**config.mk**
```make
export PLATFORM = sky130hd
export DESIGN_NAME = wiper_bank_ctrl
export DESIGN_NICKNAME = d
export VERILOG_FILES = /design/src/rtl/wbc_pkg.sv /design/src/rtl/wbc_nv_timer.sv /design/src/rtl/wbc_tap_decode.sv /design/src/rtl/wbc_channel.sv /design/src/rtl/wiper_bank_ctrl.sv
export SDC_FILE = /design/constraint.sdc
export NUM_CORES = 1
export LEC_CHECK = 0
export BUFFER_PORTS_ARGS = -buffer_cell sky130_fd_sc_hd__buf_4
export CELL_PAD_IN_SITES_DETAIL_PLACEMENT = 0
export CELL_PAD_IN_SITES_GLOBAL_PLACEMENT = 1
export CORE_MARGIN = 2
export CORE_UTILIZATION = 39
export CTS_CLUSTER_SIZE = 28
export DETAILED_ROUTE_END_ITERATION = 7
export PLACE_DENSITY = 0.91
export SYNTH_ARGS = -nofsm -noshare
export SYNTH_HDL_FRONTEND = slang
export SYNTH_SLANG_ARGS = --single-unit
```
**constraint.sdc**
```tcl
create_clock -name clk_i -period 3 [get_ports clk_i]
set_input_delay 0.6 -clock clk_i [delete_from_list [all_inputs] [get_ports clk_i]]
set_output_delay 0.6 -clock clk_i [all_outputs]
set_load 0.005 [all_outputs]
```
**src/rtl/wbc_pkg.sv**
```systemverilog
package wbc_pkg;
  typedef enum logic [3:0] {
    OP_NOP      = 4'd0,
    OP_WR_POS   = 4'd1,
    OP_RD_POS   = 4'd2,
    OP_WR_DR    = 4'd3,
    OP_RD_DR    = 4'd4,
    OP_DR2POS   = 4'd5,
    OP_POS2DR   = 4'd6,
    OP_G_DR2POS = 4'd7,
    OP_INC      = 4'd8,
    OP_DEC      = 4'd9
  } wbc_op_e;
endpackage

```
**src/rtl/wbc_nv_timer.sv**
```systemverilog
module wbc_nv_timer #(
  parameter int unsigned NV_CYCLES = 500000
) (
  input  logic clk_i,
  input  logic rst_ni,
  input  logic start_i,
  output logic busy_o
);
  localparam int unsigned CNT_W = $clog2(NV_CYCLES + 1);
  logic [CNT_W-1:0] cnt_q;

  always_ff @(posedge clk_i or negedge rst_ni) begin
    if (!rst_ni)               cnt_q <= '0;
    else if (start_i)          cnt_q <= CNT_W'(NV_CYCLES);
    else if (cnt_q != '0)      cnt_q <= cnt_q - CNT_W'(1);
  end

  assign busy_o = (cnt_q != '0);
endmodule

```
**src/rtl/wbc_tap_decode.sv**
```systemverilog
module wbc_tap_decode #(
  parameter int unsigned W = 6
) (
  input  logic [W-1:0]        pos_i,
  output logic [(1<<W)-1:0]   sel_o
);
  always_comb begin
    sel_o        = '0;
    sel_o[pos_i] = 1'b1;
  end
endmodule

```
**src/rtl/wbc_channel.sv**
```systemverilog
module wbc_channel
  import wbc_pkg::*;
#(
  parameter int unsigned W      = 6,
  parameter int unsigned NDR    = 4,
  parameter logic [W-1:0] DR_RST = '0
) (
  input  logic                  clk_i,
  input  logic                  rst_ni,
  input  logic                  recall_i,
  input  logic                  sel_i,
  input  wbc_op_e               op_i,
  input  logic [$clog2(NDR)-1:0] reg_i,
  input  logic [W-1:0]          data_i,
  input  logic                  dr_wr_ok_i,
  output logic [W-1:0]          pos_o,
  output logic [NDR*W-1:0]      dr_o
);
  localparam logic [W-1:0] POS_MAX = '1;

  logic [W-1:0] pos_q;
  logic [W-1:0] dr_q [NDR];

  always_ff @(posedge clk_i or negedge rst_ni) begin
    if (!rst_ni) begin
      pos_q <= '0;
    end else if (recall_i) begin
      pos_q <= dr_q[0];
    end else if (op_i == OP_G_DR2POS) begin
      pos_q <= dr_q[reg_i];
    end else if (sel_i) begin
      case (op_i)
        OP_WR_POS: pos_q <= data_i;
        OP_DR2POS: pos_q <= dr_q[reg_i];
        OP_INC:    if (pos_q != POS_MAX) pos_q <= pos_q + W'(1);
        OP_DEC:    if (pos_q != '0)      pos_q <= pos_q - W'(1);
        default: ;
      endcase
    end
  end

  always_ff @(posedge clk_i or negedge rst_ni) begin
    if (!rst_ni) begin
      for (int r = 0; r < NDR; r++) dr_q[r] <= (r == 0) ? DR_RST : '0;
    end else if (sel_i && dr_wr_ok_i && !recall_i) begin
      if (op_i == OP_WR_DR)       dr_q[reg_i] <= data_i;
      else if (op_i == OP_POS2DR) dr_q[reg_i] <= pos_q;
    end
  end

  assign pos_o = pos_q;
  for (genvar r = 0; r < NDR; r++) begin : g_dr_out
    assign dr_o[r*W +: W] = dr_q[r];
  end
endmodule

```
**src/rtl/wiper_bank_ctrl.sv**
```systemverilog
module wiper_bank_ctrl
  import wbc_pkg::*;
#(
  parameter int unsigned NCH       = 4,
  parameter int unsigned NDR       = 4,
  parameter int unsigned W         = 6,
  parameter int unsigned NV_CYCLES = 500000,
  parameter logic [NCH*W-1:0] DR_INIT = {6'd40, 6'd30, 6'd20, 6'd10}
) (
  input  logic                        clk_i,
  input  logic                        rst_ni,
  input  logic                        cmd_valid_i,
  input  logic [3:0]                  cmd_op_i,
  input  logic [$clog2(NCH)-1:0]      cmd_ch_i,
  input  logic [$clog2(NDR)-1:0]      cmd_reg_i,
  input  logic [W-1:0]                cmd_data_i,
  input  logic                        wp_ni,
  output logic                        busy_o,
  output logic                        rd_valid_o,
  output logic [W-1:0]                rd_data_o,
  output logic [NCH*W-1:0]            pos_o,
  output logic [NCH*(1<<W)-1:0]       tap_sel_o
);
  localparam int unsigned TAPS = 1 << W;

  logic         recall_q;
  wbc_op_e      op;
  logic         dr_op;
  logic         dr_wr_ok;
  logic         nv_start;
  logic [W-1:0] pos_a [NCH];
  logic [W-1:0] dr_a  [NCH][NDR];
  logic         rd_valid_q;
  logic [W-1:0] rd_data_q;

  // first cycle after reset is the recall cycle
  always_ff @(posedge clk_i or negedge rst_ni) begin
    if (!rst_ni) recall_q <= 1'b1;
    else         recall_q <= 1'b0;
  end

  assign op       = (cmd_valid_i && !recall_q) ? wbc_op_e'(cmd_op_i) : OP_NOP;
  assign dr_op    = (op == OP_WR_DR) || (op == OP_POS2DR);
  assign dr_wr_ok = wp_ni && !busy_o;
  assign nv_start = dr_op && dr_wr_ok;

  wbc_nv_timer #(.NV_CYCLES(NV_CYCLES)) i_nv_timer (
    .clk_i  (clk_i),
    .rst_ni (rst_ni),
    .start_i(nv_start),
    .busy_o (busy_o)
  );

  for (genvar c = 0; c < NCH; c++) begin : g_ch
    logic [NDR*W-1:0] dr_flat;

    wbc_channel #(
      .W     (W),
      .NDR   (NDR),
      .DR_RST(DR_INIT[c*W +: W])
    ) i_channel (
      .clk_i     (clk_i),
      .rst_ni    (rst_ni),
      .recall_i  (recall_q),
      .sel_i     (cmd_ch_i == ($clog2(NCH))'(c)),
      .op_i      (op),
      .reg_i     (cmd_reg_i),
      .data_i    (cmd_data_i),
      .dr_wr_ok_i(dr_wr_ok),
      .pos_o     (pos_a[c]),
      .dr_o      (dr_flat)
    );

    for (genvar r = 0; r < NDR; r++) begin : g_dr
      assign dr_a[c][r] = dr_flat[r*W +: W];
    end

    wbc_tap_decode #(.W(W)) i_tap_decode (
      .pos_i(pos_a[c]),
      .sel_o(tap_sel_o[c*TAPS +: TAPS])
    );

    assign pos_o[c*W +: W] = pos_a[c];
  end

  always_ff @(posedge clk_i or negedge rst_ni) begin
    if (!rst_ni) begin
      rd_valid_q <= 1'b0;
      rd_data_q  <= '0;
    end else begin
      rd_valid_q <= (op == OP_RD_POS) || (op == OP_RD_DR);
      if (op == OP_RD_POS)     rd_data_q <= pos_a[cmd_ch_i];
      else if (op == OP_RD_DR) rd_data_q <= dr_a[cmd_ch_i][cmd_reg_i];
    end
  end

  assign rd_valid_o = rd_valid_q;
  assign rd_data_o  = rd_data_q;
endmodule

```
; ---- Word level (Yosys, flattened, before mapping)
; Cells that the tools add are included.
[word_totals]
regBits = 147
latchBits = 0
ramBits = 0
romBits = 0
input_bits = 18
out_inout_bits = 288
word_cells = 188
n_memories = 0
[op_classes]
add_sub_neg = 9
mul = 0
div = 0
order_cmp = 11
eq_ne = 24
shifts = 0
muxes = 76
n_bitwise = 2
reduce_logical = 42
[ops]
columns = op, count
row1 = 24-bit 2-to-1 mux, 10
row2 = 6-bit 2-to-1 mux, 35
row3 = 24-bit bitwise mux, 8
row4 = 6-bit one-hot mux with 4 select lines, 4
row5 = 6-bit binary-select mux with 2-bit select, 6
row6 = 24-bit binary-select mux with 2-bit select, 1
row7 = 19-bit 2-to-1 mux, 2
row8 = "4-bit by 2-bit inequality test with 1-bit output, second input constant", 8
row9 = 6-bit nonzero test, 5
row10 = "6-bit by 7-bit < comparator with 1-bit output, second input constant", 4
row11 = "6-bit by 1-bit adder with 6-bit output, second input constant", 4
row12 = 1-bit demux with 6-bit select, 4
row13 = "6-bit by 1-bit greater-or-equal comparator with 1-bit output, second input constant", 4
row14 = "6-bit inequality test, second input constant", 4
row15 = "6-bit by 1-bit subtractor with 6-bit output, second input constant", 4
row16 = 19-bit nonzero test, 1
row17 = "19-bit by 1-bit subtractor with 19-bit output, second input constant", 1
row18 = "4-bit by 3-bit == test with 1-bit output, second input constant", 4
row19 = 1-bit logical AND, 16
row20 = 4-bit AND reduction, 4
row21 = 6-bit demux with 2-bit select, 1
row22 = 3-bit nonzero test, 4
row23 = "4-bit by 2-bit == test with 1-bit output, second input constant", 2
row24 = "4-bit == test, second input constant", 2
row25 = 13 further kinds, 26

; ---- Logic depth before layout (Yosys ltp)
[logic_depth]
word_depth = 9
mapped_depth = 12
ltp_nobuf = 9

; ---- By module
; From an unflattened synthesis, not the netlist that was laid out.
[unflattened]
hier_cells = 1394
area_unflattened_um2 = 11706.2
[by_module_without_submodules]
columns = mod, instances, cells_each, area_each_um2, seq_area_each_um2
row1 = wbc_channel at g_ch[0].i_channel, 1, 211, 1979.4, 753.2
row2 = wbc_channel at g_ch[3].i_channel, 1, 210, 1903.1, 753.2
row3 = wbc_channel at g_ch[2].i_channel, 1, 184, 1786.7, 755.7
row4 = wbc_channel at g_ch[1].i_channel, 1, 184, 1784.2, 753.2
row5 = wbc_tap_decode at g_ch[0].i_tap_decode ..., 3, 95, 461.7, 0.0
row6 = wiper_bank_ctrl, 1, 106, 1290.0, 201.4
row7 = wbc_nv_timer, 1, 119, 1112.3, 475.5
row8 = wbc_tap_decode at g_ch[3].i_tap_decode, 1, 95, 465.4, 0.0

; ---- Worst setup path after synthesis
; No wires, ideal clock.
[synth_timing]
kind = in2reg
from = input port cmd_op_i[2]
to = register g_ch[3].i_channel.pos_q[4]
setup_time_ns = 0.087
arrival_ns = 2.941
t_required_ns = 2.913
path_slack_ns = -0.028
stages = 12
n_path_buf = 3
cell_sequence = clkbuf_1 > or3b_2 > clkbuf_1 > nor2_1 > buf_2 > xor2_1 > ha_1 > a21oi_1 > nor3_1 > xor2_1 > a2bb2oi_1 > o211ai_1
[synth_between]
elab_chain_cells = 6
elab_cells_between_ends = 15
classes_between = eq/ne (7) / mux (5) / reduce/logical (3)
[synth_lines]
columns = item, line_no
row1 = start: declaration, wiper_bank_ctrl.sv:13  ; input logic [3:0] cmd_op_i,
row2 = 4-bit 2-to-1 mux (*), wiper_bank_ctrl.sv:42  ; assign op = (cmd_valid_i && !recall_q) ? wbc_op_e'(cmd_op_i) : OP_NOP;
row3 = "4-bit == test, or another cell as far along", wbc_channel.sv:32  ; case (op_i)
row4 = 6-bit one-hot mux with 4 select lines, wbc_channel.sv:32
row5 = 6-bit 2-to-1 mux, wbc_channel.sv:31  ; end else if (sel_i) begin
row6 = 6-bit 2-to-1 mux, wbc_channel.sv:29  ; end else if (op_i == OP_G_DR2POS) begin
row7 = 6-bit 2-to-1 mux, wbc_channel.sv:27  ; end else if (recall_i) begin
row8 = end signal: assignment, wbc_channel.sv:28  ; pos_q <= dr_q[0];
row9 = end signal: assignment, wbc_channel.sv:30  ; pos_q <= dr_q[reg_i];
row10 = end signal: assignment, wbc_channel.sv:33  ; OP_WR_POS: pos_q <= data_i;
row11 = end: declaration, wbc_channel.sv:21  ; logic [W-1:0] pos_q;
; Every way passes the cells marked *; elsewhere a longest branch is shown, timed or not. The select of a mux whose other input is x is not followed.
; A chain may end at the register's enable or synchronous reset.

; ---- Worst setup path after layout
[layout_timing]
from = register i_nv_timer.cnt_q[12]
to = output port busy_o
[layout_between]
elab_chain_cells = 1
[layout_lines]
columns = item, line_no
row1 = start: declaration, wbc_nv_timer.sv:10  ; logic [CNT_W-1:0] cnt_q;
row2 = start signal: assignment, wbc_nv_timer.sv:14  ; else if (start_i) cnt_q <= CNT_W'(NV_CYCLES);
row3 = start signal: assignment, wbc_nv_timer.sv:15  ; else if (cnt_q != '0) cnt_q <= cnt_q - CNT_W'(1);
row4 = 19-bit nonzero test, wbc_nv_timer.sv:18  ; assign busy_o = (cnt_q != '0);
row5 = end: declaration, wiper_bank_ctrl.sv:18  ; output logic busy_o,
; Every way passes these cells.

==> flow_summary.json <==
{
  "nFillCells": 2333,
  "worst-setup-path-type": "reg2out",
  "clockBufferDepth": 2,
  "drive_above_1_share": 0.422,
  "synth_edf_count": 0,
  "synth_area_sq_um": 10300,
  "cts_inserted_buffers": 17,
  "stdcell_count": 1751,
  "root_buffer": "clkbuf_16",
  "port-buffer-count": 305,
  "rsz0062_at_grt": "no",
  "antenna_found_initial": 0,
  "worstPathRequired_ps": 2400,
  "setup_tns_ps": 0,
  "n_antenna_cell": 0,
  "slew_headroom": 0.599,
  "ys_types": 69,
  "grt_max_degree": 61,
  "dr.pass1.iters": 6,
  "reg2reg_to": "g_ch[2].i_channel.dr_o[22]",
  "postRouteAntennaNets": 0,
  "grt_overflow_total": 0,
  "postCtsHoldBufs": 0,
  "die_area_sq_um": 27800,
  "r2r-start": "i_nv_timer.cnt_q[12]",
  "yosysMostFrequentCell": "nor2_1",
  "power_leakage_nw": 6.67,
  "period_minus_slack_ps": 2870,
  "worstRegToRegCells": 6,
  "busiest_layer": "met2",
  "h-tree-depth": 4,
  "synthCells": 1106,
  "core_sq_um": 26000,
  "critical_path.startpoint": "i_nv_timer.cnt_q[12]",
  "io-pin-count": 306,
  "drc": 0,
  "synth-main-ff-cell": "dfrtp_1",
  "finClkSkew_ps": 10.1,
  "tritoncts": "built",
  "max-vdd-ir-drop_mv": 0.356,
  "drv_cap": 0,
  "p_per_area_nw_per_um2": 407,
  "synth-seq-cells": 147,
  "drt_iter0_drc": 848,
  "dp.cells": 1719,
  "start_util": 0.397,
  "vias": 10178,
  "yosysTopAreaCell": "dfrtp_1",
  "clk_latency_ps": 430,
  "fin_area_sq_um": 13700,
  "synthTopCellsByArea": "dfrtp_1 (33%), nor2_1 (11%), mux2_2 (11%)",
  "use_met2": 0.415,
  "synth-async-reset-ratio": 1.00,
  "gp_congestion": 0.945,
  "setup_violations": 0,
  "slew_viol_final": 0,
  "die_h_microns": 167,
  "cp_max_fo": 6,
  "avgSynthCellArea_sq_um": 9.33,
  "use_met1": 0.331,
  "r2r_setup_slack_ps": 160,
  "ys_seq_area_frac": 0.358,
  "placed_cell_area_sq_um": 13100,
  "grt_pass1_vias": 9631,
  "clk_pin_slew_ps": 70,
  "grt_usage": 0.252,
  "grt_pass1_wl_mm": 56.1,
  "start_kind": "flop",
  "synth_top_cell_area_share": 0.330,
  "fmax_ghz": 0.349,
  "fin_crit_sh": 0.955,
  "hold_violations": 0,
  "hpwlAfterDp_mm": 27.2,
  "use_met3": 0.0563,
  "ys_warn_count": 0,
  "synth_common_cells": "nor2_1 (312), dfrtp_1 (136), mux2_2 (103)",
  "cp-end-kind": "primary output",
  "hp-class": "in2async",
  "nets": 1430,
  "worst_pin_slew_ps": 595,
  "std_cell_rows": 59,
  "clkSinkCount": 147,
  "worst_ep_arrival_time_ps": 2270,
  "syn_to_final_growth_pct": 32.6,
  "wirelength_mm": 36.1,
  "syn_nets": 1133,
  "wire_per_inst_microns": 20.6,
  "viasPerCell": 5.81,
  "die_w_microns": 167,
  "crit_end": "busy_o",
  "status": "finished clean"
}
cell type report:
type | count | area (sq um) | area share
multi-input cells | 860 | 6160 | 0.450
flip-flops and latches | 147 | 3690 | 0.270
repair buffers | 367 | 2800 | 0.204
clock buffers | 19 | 453 | 0.0331
well taps | 335 | 419 | 0.0306
clock inverters | 13 | 125 | 0.00914
inverters | 10 | 37.5 | 0.00274
through the flow:
step,hold WS [ps],total power [W],util,setup WS (ps)
global placement,473,0.00347,0.504,227
detailed placement,474,0.00349,0.504,148
CTS,144,0.00557,0.526,45.0
floorplan,304,0.00290,-,40.1
finish,131,0.00557,0.527,135
global route,173,0.00579,0.527,38.2
logic make-up after synthesis:
family / count (synthesis) / share of synthesized area
other: 1 / 0.000363
AOI/OAI and AO/OA: 175 / 0.124
adders and majority gates: 9 / 0.0109
DFF: 147 / 0.358
buffers and inverters: 99 / 0.0474
muxes: 151 / 0.204
xor gates and xnor gates: 22 / 0.0187
and+or+nand+nor: 502 / 0.237
flip-flops by register name, indices dropped and copies added (netlist names):
register / cells
i_nv_timer.cnt_q: 19
g_ch.i_channel.pos_o: 24
g_ch.i_channel.dr_o: 96
recall_q: 1
rd_data_o: 6
rd_valid_o: 1
layer usage:
layer  share of wire  routed length [microns]  up-vias
li1                -                        -     4573
met1            0.41                    14800     4993
met2            0.49                    17500      536
met3           0.083                     2980       76
met4           0.024                      872        0
met5               0                        0        -
cells in the final DEF (no fill, tap or decap), types with 10 or more instances in the layout:
cell	n
clkbuf_16	17
nor3_1	12
buf_4	363
mux2i_1	10
a21oi_1	19
mux2_2	103
nor4_1	13
nand3b_1	27
a21o_1	31
a22oi_1	16
nand3_1	26
xor2_1	13
o21ai_0	26
or3b_2	18
nor2_1	311
mux4_2	36
dfrtp_1	135
nand2_1	44
dfstp_2	11
critical path, cell delays in order (launching register included):
cell and delay, ps:
dfrtp_2 440, or4_4 570, or4_4 480, nor2_4 120, clkinv_1 90, buf_4 140
worst min path at each step:
stage | from | endpoint
2_1_floorplan | rst_ni | g_ch[0].i_channel.dr_o[0]
3_3_place_gp | i_nv_timer.cnt_q[6] | i_nv_timer.cnt_q[6]
3_5_place_dp | i_nv_timer.cnt_q[6] | i_nv_timer.cnt_q[6]
4_1_cts | rst_ni | i_nv_timer.cnt_q[5]
5_1_grt | rst_ni | i_nv_timer.cnt_q[0]
6_report | rst_ni | i_nv_timer.cnt_q[5]
power by group:
group          switching [W]  internal [W]
logic               0.000844      0.000535
clock network       0.000900       0.00120
registers          0.0000586       0.00204
repair_timing:
item / CTS / global route
setup endpoints to repair: 1 / 1
gates resized for setup: 1 / 3
endpoints found under the hold margin: 0 / 0
setup buffers: 0 / 0
(Power assumes the default switching activity.)
